===== config.mk =====
export PLATFORM = sky130hd
export DESIGN_NAME = blk_tx_remain
export DESIGN_NICKNAME = d
export VERILOG_FILES = /design/src/rtl/blk_tx_remain_pkg.sv /design/src/rtl/blk_tx_wr_decode.sv /design/src/rtl/blk_tx_count_core.sv /design/src/rtl/blk_tx_status.sv /design/src/rtl/blk_tx_remain.sv
export SDC_FILE = /design/constraint.sdc
export NUM_CORES = 1
export LEC_CHECK = 0
export BUFFER_PORTS_ARGS = -buffer_cell sky130_fd_sc_hd__buf_2
export CAP_MARGIN = 10
export CORE_MARGIN = 4
export CORE_UTILIZATION = 48
export DETAILED_ROUTE_END_ITERATION = 8
export PLACE_DENSITY = 0.92
export SYNTH_ARGS = -nofsm -noshare
export SYNTH_HDL_FRONTEND = slang
export SYNTH_SLANG_ARGS = --single-unit

===== constraint.sdc =====
create_clock -name clk -period 3.45 [get_ports clk]
set_input_delay 0.5175 -clock clk [delete_from_list [all_inputs] [get_ports clk]]
set_output_delay 0.5175 -clock clk [all_outputs]
set_load 0.005 [all_outputs]

===== src/rtl/blk_tx_remain_pkg.sv =====
package blk_tx_remain_pkg;

    localparam int BTR_REG_W = 16;
    localparam int BTR_CNT_W = 10;

    // Action applied to the count register in a given cycle.
    typedef enum logic [1:0] {
        OP_HOLD   = 2'd0,
        OP_LOAD   = 2'd1,
        OP_STEP   = 2'd2,
        OP_FINISH = 2'd3
    } btr_op_e;

    // Per-cycle command handed from the decoder to the count core.
    typedef struct packed {
        logic req;
        logic strobe;
    } btr_evt_t;

    // A write always wins; a strobe only counts while a transfer is running.
    function automatic btr_op_e btr_classify(input btr_evt_t ev,
                                             input logic     active,
                                             input logic     at_zero);
        btr_op_e op;
        if (ev.req)
            op = OP_LOAD;
        else if (ev.strobe && active && at_zero)
            op = OP_FINISH;
        else if (ev.strobe && active)
            op = OP_STEP;
        else
            op = OP_HOLD;
        return op;
    endfunction

endpackage


===== src/rtl/blk_tx_wr_decode.sv =====
module blk_tx_wr_decode
    import blk_tx_remain_pkg::*;
#(
    parameter int REG_W = BTR_REG_W,
    parameter int CNT_W = BTR_CNT_W
) (
    input  logic             wr_en,
    input  logic [REG_W-1:0] wr_data,
    input  logic             byte_sent,
    output btr_evt_t         evt,
    output logic [REG_W-1:0] load_word
);

    localparam int RSV_W = REG_W - CNT_W;

    logic [REG_W-1:0] field_mask;

    generate
        if (RSV_W > 0) begin : g_rsv
            assign field_mask = {{RSV_W{1'b0}}, {CNT_W{1'b1}}};
        end else begin : g_norsv
            assign field_mask = {REG_W{1'b1}};
        end
    endgenerate

    // Reserved bits never reach the register.
    assign load_word  = wr_data & field_mask;
    assign evt.req    = wr_en;
    assign evt.strobe = byte_sent;

endmodule


===== src/rtl/blk_tx_count_core.sv =====
module blk_tx_count_core
    import blk_tx_remain_pkg::*;
#(
    parameter int REG_W = BTR_REG_W,
    parameter int CNT_W = BTR_CNT_W
) (
    input  logic             clk,
    input  logic             rst,
    input  btr_op_e          op,
    input  logic [REG_W-1:0] load_word,
    output logic [REG_W-1:0] count_word,
    output logic             at_zero
);

    localparam logic [CNT_W-1:0] FIELD_ONES = {CNT_W{1'b1}};
    localparam logic [REG_W-1:0] IDLE_WORD  = REG_W'(FIELD_ONES);

    logic [REG_W-1:0] word_q;
    logic [CNT_W-1:0] field;
    logic [CNT_W-1:0] field_dec;

    assign field     = word_q[CNT_W-1:0];
    assign field_dec = field - 1'b1;
    assign at_zero   = (field == '0);

    always_ff @(posedge clk) begin
        if (rst) begin
            word_q <= IDLE_WORD;
        end else begin
            unique case (op)
                OP_LOAD:   word_q <= load_word;
                OP_STEP:   word_q <= REG_W'(field_dec);
                OP_FINISH: word_q <= IDLE_WORD;
                default:   word_q <= word_q;
            endcase
        end
    end

    assign count_word = word_q;

endmodule


===== src/rtl/blk_tx_status.sv =====
module blk_tx_status
    import blk_tx_remain_pkg::*;
(
    input  logic    clk,
    input  logic    rst,
    input  btr_op_e op,
    output logic    active,
    output logic    done_pulse
);

    logic active_q;
    logic done_q;

    always_ff @(posedge clk) begin
        if (rst) begin
            active_q <= 1'b0;
            done_q   <= 1'b0;
        end else begin
            done_q <= (op == OP_FINISH);
            unique case (op)
                OP_LOAD:   active_q <= 1'b1;
                OP_FINISH: active_q <= 1'b0;
                default:   active_q <= active_q;
            endcase
        end
    end

    assign active     = active_q;
    assign done_pulse = done_q;

endmodule


===== src/rtl/blk_tx_remain.sv =====
module blk_tx_remain
    import blk_tx_remain_pkg::*;
#(
    parameter int REG_W = BTR_REG_W,
    parameter int CNT_W = BTR_CNT_W
) (
    input  logic             clk,
    input  logic             rst,
    input  logic             wr_en,
    input  logic [REG_W-1:0] wr_data,
    output logic [REG_W-1:0] rd_data,
    input  logic             byte_sent,
    output logic             busy,
    output logic             done
);

    btr_evt_t         evt;
    btr_op_e          op;
    logic [REG_W-1:0] load_word;
    logic [REG_W-1:0] count_word;
    logic             at_zero;
    logic             active;
    logic             done_pulse;

    blk_tx_wr_decode #(.REG_W(REG_W), .CNT_W(CNT_W)) u_dec (
        .wr_en     (wr_en),
        .wr_data   (wr_data),
        .byte_sent (byte_sent),
        .evt       (evt),
        .load_word (load_word)
    );

    assign op = btr_classify(evt, active, at_zero);

    blk_tx_count_core #(.REG_W(REG_W), .CNT_W(CNT_W)) u_core (
        .clk        (clk),
        .rst        (rst),
        .op         (op),
        .load_word  (load_word),
        .count_word (count_word),
        .at_zero    (at_zero)
    );

    blk_tx_status u_stat (
        .clk        (clk),
        .rst        (rst),
        .op         (op),
        .active     (active),
        .done_pulse (done_pulse)
    );

    assign rd_data = count_word;
    assign busy    = active;
    assign done    = done_pulse;

endmodule


==> impl_metrics.py <==
metrics = {
    "finish": {
        "fillers": 149,
        "drive_gt1_share_pct": 25.6,
        "antenna_cells": 0,
        "area.growth.synth_to_final_pct": 13.6,
        "num-nets-final": 145,
    },
    "yosys": {
        "synth_top_cell_by_area": "dfxtp_1",
        "yosysTopAreaCellShare_pct": 30.7,
        "synth_common_cells": "a21oi_1 (13), dfxtp_1 (12), clkbuf_1 (8), nor2_1 (8), o21ai_0 (8)",
        "syn_area_per_cell_um2": 7.59,
        "async_reset_ff_share_pct": 0,
        "seq_area_frac_synth_pct": 30.7,
        "synthesis.area_um2": 782,
        "synth_cell_types": 37,
        "synth_seq_cells": 12,
        "yosys_most_used_dff": "dfxtp_1",
        "synth.area.top_cells": "dfxtp_1 (31%), a21oi_1 (8.3%), buf_4 (5.8%), o21ai_0 (5.1%), clkbuf_1 (3.8%)",
        "synth_edf_count": 0,
        "ys_warn_count": 0,
        "synth_cells": 103,
        "synth_most_common_cell": "a21oi_1",
    },
    "routing": {
        "viasPerCell": 6.01,
        "wire_per_inst_um": 13.6,
        "drt-initial-drc-count": 29,
        "final_antenna_net_count": 0,
        "drc_errors": 0,
        "first_pass_iters": 4,
        "drt-total-wl_um": 1860,
        "routed-via-count": 824,
    },
    "critical_path": {
        "r2r_setup_slack_ps": 1310,
        "crit_type": "reg -> reg",
        "critPathMaxFanout": 10,
        "cp_slowest_stage_delay_ps": 600,
        "crit_buf_inv": 1,
        "endpoint_kind": "flip-flop",
        "startpoint": "u_core.count_word[0]$_SDFFE_PP1P_",
        "cp_top_family": "simple AND/OR/NAND/NOR gates",
        "path_cells": "inv_1 > ha_1 > or4b_1 > or4_4 > a31o_1 > o21ai_2",
        "critPathLaunchType": "flip-flop",
        "cp.arrival_ps": 2340,
        "cp_slowest_cell": "or4b_1",
        "critPathRequiredTime_ps": 3660,
        "timing.rr.start": "u_core.count_word[0]$_SDFFE_PP1P_",
        "r2r_end": "u_core.count_word[1]$_SDFFE_PP1P_",
        "reg2reg_depth": 6,
    },
    "timing": {
        "fin_skew_ps": 5.08,
        "fmax_ghz": 0.468,
        "fin_crit_ps": 2140,
        "worst_slack_ps": 1310,
        "final-setup-viol-count": 0,
        "rsz0062_at_grt": "false",
        "hold_violations": 0,
        "slew_viol_final": 0,
        "setup-tns-final_ps": 0,
        "fin_crit_sh_pct": 61.9,
    },
    "floorplan": {
        "core_area_mm2": 0.00152,
        "die_w_um": 48.4,
        "die_h_um": 48.4,
        "rows": 14,
        "die_area_mm2": 0.00234,
        "ios": 38,
        "initial_core_util_pct": 51.3,
    },
    "global_routing": {
        "first_global_vias": 657,
        "grt_use_met3_pct": 6.44,
        "use_met2_pct": 22.6,
        "grt_antenna_before_repair": 0,
        "grt_pass1_wl_um": 3040,
        "grtUsageTotal_pct": 15.7,
        "use_met1_pct": 20.8,
        "grt_max_degree": 27,
        "grt.busiest_layer": "met2",
        "gr-total-overflow": 0,
    },
    "place": {
        "io_buffers": 25,
        "dp_slack_ps": 1340,
        "hpwl_um": 1330,
        "gp_congestion": 0.812,
    },
    "clock_network": {
        "h-tree-depth": 1,
        "clock_sinks": 12,
        "cts-resized-gates": 0,
        "clock-root-buffer": "clkbuf_4",
        "numCtsBuffers": 3,
        "cts_tree": "built",
        "cts_setup_buffers": 0,
        "hold_buffers": 0,
        "cts_buffer_depth": 2,
        "worstSkewPairLatency_ps": 270,
        "clk_pin_slew_ps": 70,
    },
    "worst_hold_path": {
        "hold-path-cell-count": 3,
        "holdCritPathClass": "in -> reg",
        "hold_start": "wr_data[8]",
        "whs_endpoint": "u_core.count_word[8]$_SDFFE_PP1P_",
    },
    "pwr": {
        "irDropWorstVdd_uv": 209,
        "power_density_mw_per_mm2": 342,
        "leakage_nw": 0.379,
    },
    "outcome": {
        "status": "finished, final reports clean",
    },
    "flow_run": {
        "maxCapViolCount": 0,
    },
}
## area by class of cell
class	count	area, um2	share of cell area, %
Tap cell	16	20.0	2.25
Sequential cell	12	240	27.0
Timing Repair Buffer	25	125	14.1
Multi-Input combinational cell	77	465	52.4
Clock buffer	3	22.5	2.54
Inverter	4	15.0	1.69
## cell families (layout without fill, tap and decap cells)
logic type               Yosys count  after routing  synth area share, %
adder cells (fa/ha/maj)            2              2                 3.20
other                              1              6                0.480
flip-flops                        12             12                 30.7
AND/OR/NAND/NOR                   26             26                 18.1
buffers and inverters             19             32                 12.2
AO/OA/AOI/OAI                     43             43                 35.4
## metrics by stage
stage / area, um2 / utilization (%) / power [mW] / instances / hold slack (ps)
after floorplan: 801 / - / 0.203 / 108 / 460
after global placement: 866 / 56.8 / 0.218 / 134 / 459
after detailed placement: 866 / 56.8 / 0.221 / 134 / 467
after CTS: 888 / 58.3 / 0.305 / 137 / 460
after global routing: 888 / 58.3 / 0.323 / 137 / 461
final: 888 / 58.3 / 0.304 / 137 / 459
## cells in the final DEF, fill, tap and decap left out, types with 2 or more instances in the layout
| cell type | count |
|---|---|
| buf_2 | 25 |
| a21oi_1 | 13 |
| dfxtp_1 | 12 |
| nor2_1 | 8 |
| o21ai_0 | 8 |
| conb_1 | 6 |
| nand2_1 | 5 |
| inv_1 | 4 |
| o31ai_1 | 4 |
| nor3_1 | 3 |
| clkbuf_4 | 3 |
| o22ai_1 | 2 |
| a31oi_1 | 2 |
| o41ai_1 | 2 |
| nor4_1 | 2 |
| ha_1 | 2 |
## sequential cells by signal, summed over array words and instances (netlist names)
signal / flops
u_stat.done_pulse: 1
u_stat.active: 1
u_core.count_word: 10
## routing by layer
layer  up-vias  share of wire (%)
li1        407                  -
met4         0                1.0
met1       369                 43
met2        46                 46
met3         2                 11
met5         -                  0
## tightest hold or removal path: stages
cell     delay [ps]
buf_2            70
a21oi_1          50
o21ai_0          60
## worst max-delay path by stage
stage                                         to  cells after the start
2_1_floorplan  u_core.count_word[1]$_SDFFE_PP1P_                      8
6_report       u_core.count_word[1]$_SDFFE_PP1P_                      6
3_5_place_dp   u_core.count_word[1]$_SDFFE_PP1P_                      6
5_1_grt        u_core.count_word[1]$_SDFFE_PP1P_                      6
3_3_place_gp   u_core.count_word[1]$_SDFFE_PP1P_                      6
4_1_cts        u_core.count_word[1]$_SDFFE_PP1P_                      6
## report_power, final
group | internal (mW) | total [mW] | switching (mW) | leakage (nW)
Combinational | 0.0255 | 0.0547 | 0.0292 | 0.265
Clock | 0.0404 | 0.0853 | 0.0449 | 0.0138
Sequential | 0.148 | 0.164 | 0.0155 | 0.0999
Total | 0.214 | 0.304 | 0.0897 | 0.379
Power figures use the tool's default switching activity.
